$ cat src/rtl/link_svc_req_det.sv
module link_svc_req_det #(
  parameter int SYNC_DEPTH = 2,
  parameter int WORD_W     = 32
) (
  input  logic              clk,
  input  logic              rst_n,
  input  logic [1:0]        ack_pin,
  input  logic [1:0]        lclk_pin,
  input  logic [1:0]        buf_en,
  input  logic [1:0]        buf_port,
  input  logic [1:0]        tx_mask,
  input  logic [1:0]        rx_mask,
  input  logic              irq_en,
  output logic [WORD_W-1:0] req_word,
  output logic [2:0]        req_idx,
  output logic              svc_irq
);
  localparam int         NREQ  = 4;
  localparam logic [2:0] NOREQ = 3'(NREQ);
  localparam int         GAP   = WORD_W - 2 * NREQ;

  logic [SYNC_DEPTH-1:0][1:0] ack_q, clk_q;
  logic [1:0] ack_s, clk_s;
  logic [1:0] port_act, suppress, qual_tx, qual_rx;
  logic       loopback;
  logic [NREQ-1:0] stat, stat_nxt;

  always_ff @(posedge clk or negedge rst_n)
    if (!rst_n) begin
      ack_q <= '0;
      clk_q <= '0;
    end else begin
      ack_q <= {ack_q[SYNC_DEPTH-2:0], ack_pin};
      clk_q <= {clk_q[SYNC_DEPTH-2:0], lclk_pin};
    end

  assign ack_s    = ack_q[SYNC_DEPTH-1];
  assign clk_s    = clk_q[SYNC_DEPTH-1];
  assign loopback = &buf_en && (buf_port[0] == buf_port[1]);

  for (genvar p = 0; p < 2; p++) begin : g_port
    assign port_act[p] = (buf_en[0] && buf_port[0] == 1'(p)) ||
                         (buf_en[1] && buf_port[1] == 1'(p));
    assign suppress[p] = loopback && (buf_port[0] != 1'(p));
    assign qual_tx[p]  = ack_s[p] & tx_mask[p] & ~port_act[p] & ~suppress[p];
    assign qual_rx[p]  = clk_s[p] & rx_mask[p] & ~port_act[p] & ~suppress[p];
  end

  assign stat_nxt = {qual_tx[1], qual_rx[1], qual_tx[0], qual_rx[0]};

  always_ff @(posedge clk or negedge rst_n)
    if (!rst_n) begin
      stat    <= '0;
      svc_irq <= 1'b0;
    end else begin
      stat    <= stat_nxt;
      svc_irq <= (|stat) & irq_en;
    end

  assign req_word = {stat, {GAP{1'b0}}, tx_mask[1], rx_mask[1], tx_mask[0], rx_mask[0]};

  always_comb begin
    req_idx = NOREQ;
    for (int i = 0; i < NREQ; i++)
      if (stat[i]) req_idx = 3'(NREQ - 1 - i);
  end


  irq_gate_chk: assert property (@(posedge clk) disable iff (!rst_n)
    svc_irq |-> ($past(irq_en) && $past(stat) != '0));

  tx_mask_chk: assert property (@(posedge clk) disable iff (!rst_n)
    (stat[3] || stat[1]) |-> ((!stat[3] || $past(tx_mask[1])) && (!stat[1] || $past(tx_mask[0]))));

  busy_quiet_chk: assert property (@(posedge clk) disable iff (!rst_n)
    $past(port_act[0]) |-> stat[1:0] == 2'b00);

  loop_quiet_chk: assert property (@(posedge clk) disable iff (!rst_n)
    $past(suppress[1]) |-> stat[3:2] == 2'b00);

  fall_clear_chk: assert property (@(posedge clk) disable iff (!rst_n)
    $fell(ack_s[0]) |=> !stat[1]);

  idx_none_chk: assert property (@(posedge clk) disable iff (!rst_n)
    (stat == '0) |-> req_idx == NOREQ);
endmodule

$ cat config.mk
export PLATFORM = sky130hd
export DESIGN_NAME = link_svc_req_det
export DESIGN_NICKNAME = d
export VERILOG_FILES = /design/src/rtl/link_svc_req_det.sv
export SDC_FILE = /design/constraint.sdc
export NUM_CORES = 1
export LEC_CHECK = 0
export ABC_AREA = 1
export BUFFER_PORTS_ARGS = -buffer_cell sky130_fd_sc_hd__clkbuf_2
export CORE_ASPECT_RATIO = 1.2
export CORE_MARGIN = 2
export CORE_UTILIZATION = 38
export CTS_CLUSTER_DIAMETER = 100
export CTS_CLUSTER_SIZE = 16
export DETAILED_ROUTE_END_ITERATION = 7
export PLACE_DENSITY = 0.77
export SYNTH_ARGS = -nofsm -noshare
export SYNTH_HDL_FRONTEND = slang
export SYNTH_SLANG_ARGS = --single-unit
export TNS_END_PERCENT = 50
$ cat constraint.sdc
create_clock -name clk -period 0.9 [get_ports clk]
set_input_delay 0.135 -clock clk [delete_from_list [all_inputs] [get_ports clk]]
set_output_delay 0.135 -clock clk [all_outputs]
set_load 0.03 [all_outputs]
==> results of run 1 <==
[layout make-up]
class                      count  area [um^2]  share of cell area
clock inverter                 1         5.00             0.00549
timing repair buffer          35          275               0.302
clock buffer                   3         22.5              0.0247
multi-input combinational     48          225               0.247
tap                           18         22.5              0.0247
sequential                    13          330               0.363
inverter                       8         30.0              0.0330
[how the worst min path moves through the flow]
stage | from | end | slack (ns) | cells past startpoint
final | irq_en | svc_irq | 0.06 | 3
after global routing | irq_en | svc_irq | 0.06 | 3
after CTS | irq_en | svc_irq | 0.05 | 3
after detailed placement | rst_n | ack_q[0] | 0.05 | 1
after global placement | rst_n | clk_q[1] | 0.03 | 1
after floorplan | rst_n | ack_q[0] | -0.16 | 0
[per-layer routing]
layer,vias to the layer above,part of all wire
li1,236,-
met1,213,0.28
met2,30,0.64
met3,0,0.084
met4,0,0
met5,-,0
[kinds of logic after synthesis]
kind of cell | count (synthesis) | synth area share
buffers and inverters | 36 | 0.356
AND/OR/NAND/NOR | 21 | 0.134
flip-flops | 13 | 0.482
AO/OA/AOI/OAI | 3 | 0.0223
other | 1 | 0.00556
[cell usage in the layout, fill, tap and decap left out, types with 2 or more instances in the layout]
master,n
a21oi_1,2
buf_4,4
buf_8,5
clkbuf_2,18
clkbuf_4,3
conb_1,24
dfrtp_1,9
dfrtp_2,4
dlygate4sd3_1,5
inv_1,8
nand2_1,10
nand3_1,2
nor2_1,4
nor2_4,2
[per-stage QoR]
step,instance area [um^2],hold slack (ns)
2_1_floorplan,792,-0.161
3_3_place_gp,742,0.0287
3_5_place_dp,742,0.0467
4_1_cts,875,0.0478
5_1_grt,911,0.0624
6_report,911,0.0586
[power by group through the flow]
stage	Combinational, mW	Sequential, mW	Clock [mW]
after CTS	0.406	0.636	0.372
after floorplan	0.330	0.669	0
after detailed placement	0.357	0.646	0
after global routing	0.461	0.642	0.395
final	0.433	0.637	0.347
after global placement	0.349	0.644	0
[worst reg2reg max path: stages, from the launching register on]
cell     delay [ns]
dfrtp_2        0.43
nor2_4         0.15
and2_4         0.17
buf_4          0.09
buf_4          0.09
nor2_2         0.03
[flip-flops by register name (all words and copies together) (netlist names)]
register,flops
stat,4
svc_irq,1
ack_s,2
ack_q,2
clk_s,2
clk_q,2
[what timing repair did]
action,CTS,global route
setup endpoints to repair,9,9
pin swaps,1,2
gates resized for setup,13,9
buffers inserted,0,3
hold buffers,5,0
hold endpoints to repair,17,0
==> results by group, run 1 <==
Drt
  • DR iter-0 viols: 2
  • DRT antenna net count: 0
  • # DRC: 0
  • Final wirelength: 1150 um
  • Total number of vias: 479
  • Via density: 3.80
  • First drt pass iteration count: 2
  • DR WL/cell: 9.11 um

Power and ir drop
  • Tot Pwr: 1.42 mW
  • Flop pwr share: 0.450
  • Int Power: 0.927 mW
  • Net Sw Frac: 0.346
  • Clk network pwr share: 0.245
  • Worst vdd ir: 835 uV
  • Leak: 0.520 nW
  • Power density over the cells: 1560 nW/um^2
  • Net switching power of the design: 0.490 mW
  • Logic gate share of total power: 0.306

Setup path
  • Worst setup endpoint: req_idx[2]
  • WS Path Type: reg -> out
  • Critical Path Source: stat[1]
  • R2R Setup Slk: -0.16 ns
  • Worst Setup End Kind: output pin
  • Crit path max-delay family: flip-flops
  • Master of the slowest instance on the critical path: dfrtp_2
  • Crit path max fanout: 3
  • Crit Reg-Reg Startpoint: stat[1]
  • Worst stage delay on the critical path: 0.43 ns
  • CP bufs+invs: 1
  • Crit-path cells: nor2_4 > and2_4 > buf_8
  • R2R cell count: 5
  • Critical Path Source Type: flop
  • Worst EP required: 0.76 ns
  • Instance count on the critical path: 3
  • Crit path DAT: 1.13 ns
  • Reg2reg end: svc_irq

Logic synthesis
  • Share of the synthesized area in the top cell type: 0.482
  • Post-synth top flop: dfrtp_1
  • Synth Instances: 74
  • Async set-reset flop share out of synthesis: 1.00
  • Post-synth EDFFs: 0
  • Cell variety after synth: 11
  • Top post-synthesis cells by count: buf_4 (28), dfrtp_1 (13), nand2_1 (10)
  • Register area share after synthesis: 0.482
  • Most instantiated library cell after synthesis: buf_4
  • Post-synthesis register bit count: 13
  • Synth top area cells: dfrtp_1 (48%), buf_4 (31%), nand2_1 (5.6%)
  • Post-Syn Area: 674 um^2
  • Yosys top cell by area: dfrtp_1
  • Mean Syn Cell Area: 9.11 um^2
  • Synth Warn #: 0

Clock network
  • Clock Tree Buf Depth: 2
  • Root buf cell: clkbuf_4
  • H-tree Lvls: 1
  • CTS Sinks: 13
  • Worst-path clk slew: 0.08 ns
  • CTS tree: yes
  • CTS buffer count: 3
  • Clk_lat worst skew: 0.27 ns

Run status
  • Status: finished with violations
  • Failing checks: setup timing

STA
  • Clock period minus worst slack: 1.27 ns
  • Fmax: 0.789 GHz
  • Setup violators final: 9
  • Fin Setup TNS: -1.90 ns
  • Fin crit share: 1.41
  • RSZ-0062 raised after global routing: true
  • Clock skew: 0.00105 ns
  • Final Max Tran Viols: 0
  • Final Hold Viols: 0
  • Setup ws final: -0.368 ns

Final layout
  • Core Util, Final: 0.555
  • Share of layout cells above drive strength 1: 0.407
  • Antenna Cells: 0
  • Layout Area Growth over Synthesis: 35.1%
  • Post-route insts no fill: 126
  • NumNets Final: 124
  • Filler instances: 142

Floorplan
  • Floorplan row count: 16
  • Die ar.: 2130 um^2
  • Die Height: 50.1 um
  • Core Box Area: 1640 um^2
  • Die X: 42.5 um
  • IO Count: 51
  • Initial Util: 0.411

Global routing
  • Met2 usage: 0.238
  • Vias in the first global route: 446
  • Met1 track demand over resource: 0.0951
  • Most used routing layer: met2
  • Tot GR Track Use: 0.115
  • Met3 GRT Util: 0.0540
  • Largest net degree at the start of global routing: 14
  • First-pass GRT wire length: 1790 um
  • Antenna violations before repair: 0
  • GR Overflow Total: 0

Placed design
  • Post-detail-place hpwl: 878 um
  • Number of port buffers: 26
  • Pre-CTS setup slack: -0.144 ns
  • Placed Cells incl. Taps: 114
  • GPL Wtd Cong: 0.648

Worst hold path
  • HP Class: in -> reg

Flow run
  • Max-Cap Viols: 0
Power figures use the tool's default switching activity.
==> inputs of run 2 (changes only) <==
- CORE_UTILIZATION: 38 -> 40
- CTS_BUF_LIST: not set -> sky130_fd_sc_hd__clkbuf_8
- PLACE_DENSITY: 0.77 -> 0.88
- clock period: 0.9 -> 1.2 ns (I/O delays scaled with it)
==> results by group, run 2 (same netlist as run 1, synthesis figures left out) <==
Run status
  • Status: finished with violations
  • Failing checks: setup timing

Setup path
  • CP bufs+invs: 2
  • Master of the slowest instance on the critical path: dfrtp_1
  • Worst setup endpoint: req_idx[1]
  • WS Path Type: reg -> out
  • Worst EP required: 1.02 ns
  • R2R Setup Slk: 0.36 ns
  • Critical Path Source: stat[0]
  • Critical Path Source Type: flop
  • R2R cell count: 3
  • Crit path max fanout: 3
  • Crit Reg-Reg Startpoint: stat[3]
  • Crit path DAT: 1.09 ns
  • Worst Setup End Kind: output pin
  • Worst stage delay on the critical path: 0.38 ns
  • Crit path max-delay family: flip-flops
  • Instance count on the critical path: 4
  • Reg2reg end: svc_irq
  • Crit-path cells: nor2_2 > buf_4 > nor3_4 > clkbuf_8

STA
  • Setup ws final: -0.0688 ns
  • Fin crit share: 1.06
  • Final hold slack: 0.0443 ns
  • Fmax: 0.788 GHz
  • Setup violators final: 3
  • Fin Setup TNS: -0.137 ns
  • Clock skew: 0.00209 ns
  • Final Max Tran Viols: 0
  • Final Hold Viols: 0
  • Clock period minus worst slack: 1.27 ns
  • RSZ-0062 raised after global routing: true

Placed design
  • GPL Wtd Cong: 0.712
  • Pre-CTS setup slack: 0.102 ns
  • Post-detail-place hpwl: 810 um
  • Number of port buffers: 26

Clock network
  • CTS buffer count: 3
  • Worst-path clk slew: 0.05 ns
  • CTS Sinks: 13
  • H-tree Lvls: 1
  • Root buf cell: clkbuf_8
  • Clk_lat worst skew: 0.24 ns
  • CTS tree: yes
  • Clock Tree Buf Depth: 2

Floorplan
  • Die X: 41.5 um
  • IO Count: 51
  • Die Height: 49.0 um
  • Floorplan row count: 16
  • Core Box Area: 1600 um^2
  • Die ar.: 2030 um^2
  • Initial Util: 0.421

Drt
  • DR iter-0 viols: 3
  • # DRC: 0
  • DR WL/cell: 8.03 um
  • Total number of vias: 457
  • First drt pass iteration count: 2
  • DRT antenna net count: 0
  • Final wirelength: 956 um
  • Via density: 3.84

Final layout
  • NumNets Final: 117
  • Layout Area Growth over Synthesis: 19.1%
  • Share of layout cells above drive strength 1: 0.366
  • Max reg flops: 4
  • Core Util, Final: 0.502
  • Commonest non-fill, non-tap cell in the layout: conb_1
  • Largest Register: stat
  • Commonest non-fill, non-tap cells in the layout: conb_1 (24), clkbuf_2 (23), dfrtp_1 (11)
  • Antenna Cells: 0

Worst hold path
  • Hold Crit Start: lclk_pin[0]
  • HP Class: in -> reg

Power and ir drop
  • Leak: 0.484 nW
  • Power density over the cells: 1390 nW/um^2
  • Worst vdd ir: 728 uV
  • Tot Pwr: 1.12 mW

Global routing
  • Antenna violations before repair: 0
  • First-pass GRT wire length: 1730 um
  • Met3 GRT Util: 0.0259
  • Vias in the first global route: 453
  • Largest net degree at the start of global routing: 14
  • Most used routing layer: met2
  • Met1 track demand over resource: 0.112
  • Tot GR Track Use: 0.113
  • Met2 usage: 0.201
  • GR Overflow Total: 0

Flow run
  • Max-Cap Viols: 0
==> run 2: cell types whose count changed in the layout (fill, tap and decap cells not counted), sizes merged <==
| cell | previous run | this run |
|---|---|---|
| buf | 11 | 3 |
| clkbuf | 22 | 27 |
| dlygate4sd3 | 5 | 1 |
| clkinv | 1 | 0 |
| inv | 8 | 9 |
==> run 2: how the worst min path moves through the flow <==
stage | to | cells past startpoint
floorplan | ack_q[0] | 0
global placement | clk_q[1] | 1
detailed placement | clk_q[1] | 1
CTS | clk_q[0] | 1
global route | clk_q[0] | 1
finish | clk_q[0] | 1
==> run 2: layout make-up <==
type	count	area, um^2
fill	159	798
sequential	13	328
multi-input combinational	48	211
timing repair buffer	28	166
clock buffer	3	41.3
inverter	8	30.0
tap	18	22.5
clock inverter	1	3.75
==> run 2: metal layers <==
layer | vias to the layer above | share of wire | wire [um]
met5 | - | 0 | 0
met4 | 0 | 0.018 | 17
met3 | 2 | 0.085 | 81
met2 | 28 | 0.60 | 576
met1 | 204 | 0.29 | 280
li1 | 223 | - | -
==> run 2: repair_timing <==
| item | in CTS | in global routing |
|---|---|---|
| hold buffers | 1 | 0 |
| endpoints found under the hold margin | 13 | 0 |
| resized for setup | 7 | 3 |
| pin swaps | 1 | 2 |
| buffers inserted | 1 | 0 |
| endpoints found under the setup margin | 3 | 3 |
==> run 2: power by group <==
group / internal [mW] / switching [mW]
Clock: 0.225 / 0.143
Combinational: 0.0715 / 0.205
Sequential: 0.463 / 0.0125
==> run 2: per-stage QoR <==
stage | cells | instance area [um^2]
after floorplan | 97 | 768
final | 119 | 803
after detailed placement | 113 | 711
after CTS | 119 | 801
after global placement | 113 | 711
after global routing | 119 | 803
==> inputs of run 3 (changes only) <==
- RECOVER_POWER: not set -> 100
==> results by group, run 3 (same netlist as run 1, synthesis figures left out) <==
Placed design
  • Placed Cells incl. Taps: 113
  • GPL Wtd Cong: 0.712
  • Post-detail-place hpwl: 810 um
  • Placed Instance Area: 711 um^2
  • Number of port buffers: 26

Power and ir drop
  • Net switching power of the design: 0.361 mW
  • Power density over the cells: 1410 nW/um^2
  • Flop pwr share: 0.425
  • Worst vdd ir: 727 uV
  • Net Sw Frac: 0.323
  • Leak: 0.467 nW
  • Clk network pwr share: 0.330
  • Logic gate share of total power: 0.245
  • Int Power: 0.756 mW

STA
  • Tightest Pin Transition: 0.671 ns
  • Final Max Tran Viols: 0
  • Clock skew: 0.00211 ns
  • RSZ-0062 raised after global routing: true
  • Setup violators final: 3
  • Fmax: 0.788 GHz
  • Clock period minus worst slack: 1.27 ns
  • Final Hold Viols: 0
  • Fin crit share: 1.06
  • Max transition margin: 0.553
  • Setup ws final: -0.0688 ns

Drt
  • Total number of vias: 457
  • Final wirelength: 962 um
  • DRT antenna net count: 0
  • DR WL/cell: 8.08 um
  • First drt pass iteration count: 2
  • DR iter-0 viols: 3
  • # DRC: 0
  • Via density: 3.84

Final layout
  • Commonest non-fill, non-tap cells in the layout: conb_1 (24), clkbuf_2 (17), dfrtp_1 (12)
  • Largest Register: stat
  • Filler instances: 160
  • Final Cell Area: 795 um^2
  • Layout Area Growth over Synthesis: 17.8%
  • Share of layout cells above drive strength 1: 0.297
  • NumNets Final: 117
  • Commonest non-fill, non-tap cell in the layout: conb_1
  • Antenna Cells: 0
  • Post-route insts no fill: 119
  • Max reg flops: 4

Global routing
  • Antenna violations before repair: 0
  • GR Overflow Total: 0
  • Tot GR Track Use: 0.113
  • Vias in the first global route: 453
  • First-pass GRT wire length: 1730 um
  • Largest net degree at the start of global routing: 14

Clock network
  • Worst-path clk slew: 0.05 ns
  • CTS tree: yes
  • Clock Tree Buf Depth: 2
  • CTS Sinks: 13
  • Root buf cell: clkbuf_8
  • CTS buffer count: 3
  • Clk_lat worst skew: 0.24 ns
  • H-tree Lvls: 1

Setup path
  • Crit path DAT: 1.09 ns
  • WS Path Type: reg -> out
  • Worst Setup End Kind: output pin
  • Critical Path Source: stat[0]
  • Worst EP required: 1.02 ns
  • Crit Reg-Reg Startpoint: stat[2]
  • Critical Path Source Type: flop
  • Crit path max fanout: 3

Floorplan
  • Die Height: 49.0 um
  • Core Box Area: 1600 um^2
  • Die ar.: 2030 um^2
  • Die X: 41.5 um
  • Floorplan row count: 16
  • IO Count: 51
  • Initial Util: 0.421

Worst hold path
  • HP Class: in -> reg
  • Hold Crit Start: lclk_pin[0]

Run status
  • Failing checks: setup timing
  • Status: finished with violations

Flow run
  • Max-Cap Viols: 0
-- run 3: cell types whose count changed in the layout (fill, tap and decap cells not counted) --
cell	delta
dfrtp_2	-1
dfrtp_1	+1
clkbuf_2	-6
clkbuf_1	+6
-- run 3: stage by stage --
step | power, mW | setup WS, ns | TNS [ns] | util | hold slack [ns]
final | 1.12 | -0.0688 | -0.145 | 0.496 | 0.0443
after global placement | 0.727 | 0.128 | 0 | 0.444 | 0.0720
after global routing | 1.17 | -0.137 | -0.307 | 0.496 | 0.0353
after CTS | 1.13 | -0.0841 | -0.223 | 0.500 | 0.0376
after floorplan | 0.738 | -0.00302 | -0.00302 | - | -0.116
after detailed placement | 0.734 | 0.102 | 0 | 0.444 | 0.0882
-- run 3: what timing repair did --
item                                   4_1_cts  5_1_grt
setup buffers                                1        0
endpoints found under the hold margin       13        0
gates resized for setup                      7        3
pin swaps                                    1        2
hold buffers                                 1        0
setup endpoints to repair                    3        3
-- run 3: power groups by stage --
stage	clock network, mW	logic (mW)	registers, mW
global route	0.403	0.294	0.477
floorplan	0	0.241	0.497
global placement	0	0.249	0.478
CTS	0.385	0.274	0.475
finish	0.368	0.274	0.475
detailed placement	0	0.254	0.481
-- run 3: path summary, 6_finish.rpt --
path                       slack (ns)  cells after the start    endpoint
max                             -0.07                      4  req_idx[1]
min                              0.04                      1    clk_q[0]
max reg2reg                      0.35                      3     svc_irq
min reg2reg                      0.35                      0    clk_s[0]
max in group asynchronous        0.24                      2     stat[3]
min in group asynchronous        0.49                      2     stat[1]
-- run 3: cell type report --
cell class | instances | area, um^2 | area share
inverter | 8 | 30.0 | 0.0378
clock inverter | 1 | 3.75 | 0.00472
sequential | 13 | 327 | 0.411
tap | 18 | 22.5 | 0.0283
multi-input combinational | 48 | 211 | 0.266
clock buffer | 3 | 41.3 | 0.0520
timing repair buffer | 28 | 159 | 0.200
-- run 3: worst max-delay path, cell delays in order, from the launching register on --
cell      delay [ns]
dfrtp_1         0.38
nor2_2          0.05
buf_4           0.13
nor3_4          0.11
clkbuf_8        0.18
-- run 3: metal layers --
layer  track usage  up-vias  share of wire  wire, um
li1              -      223              -         -
met1         0.112      204           0.30       287
met2         0.201       28           0.60       577
met3        0.0259        2          0.082        79
met4        0.0806        0          0.018        17
met5             0        -              0         0
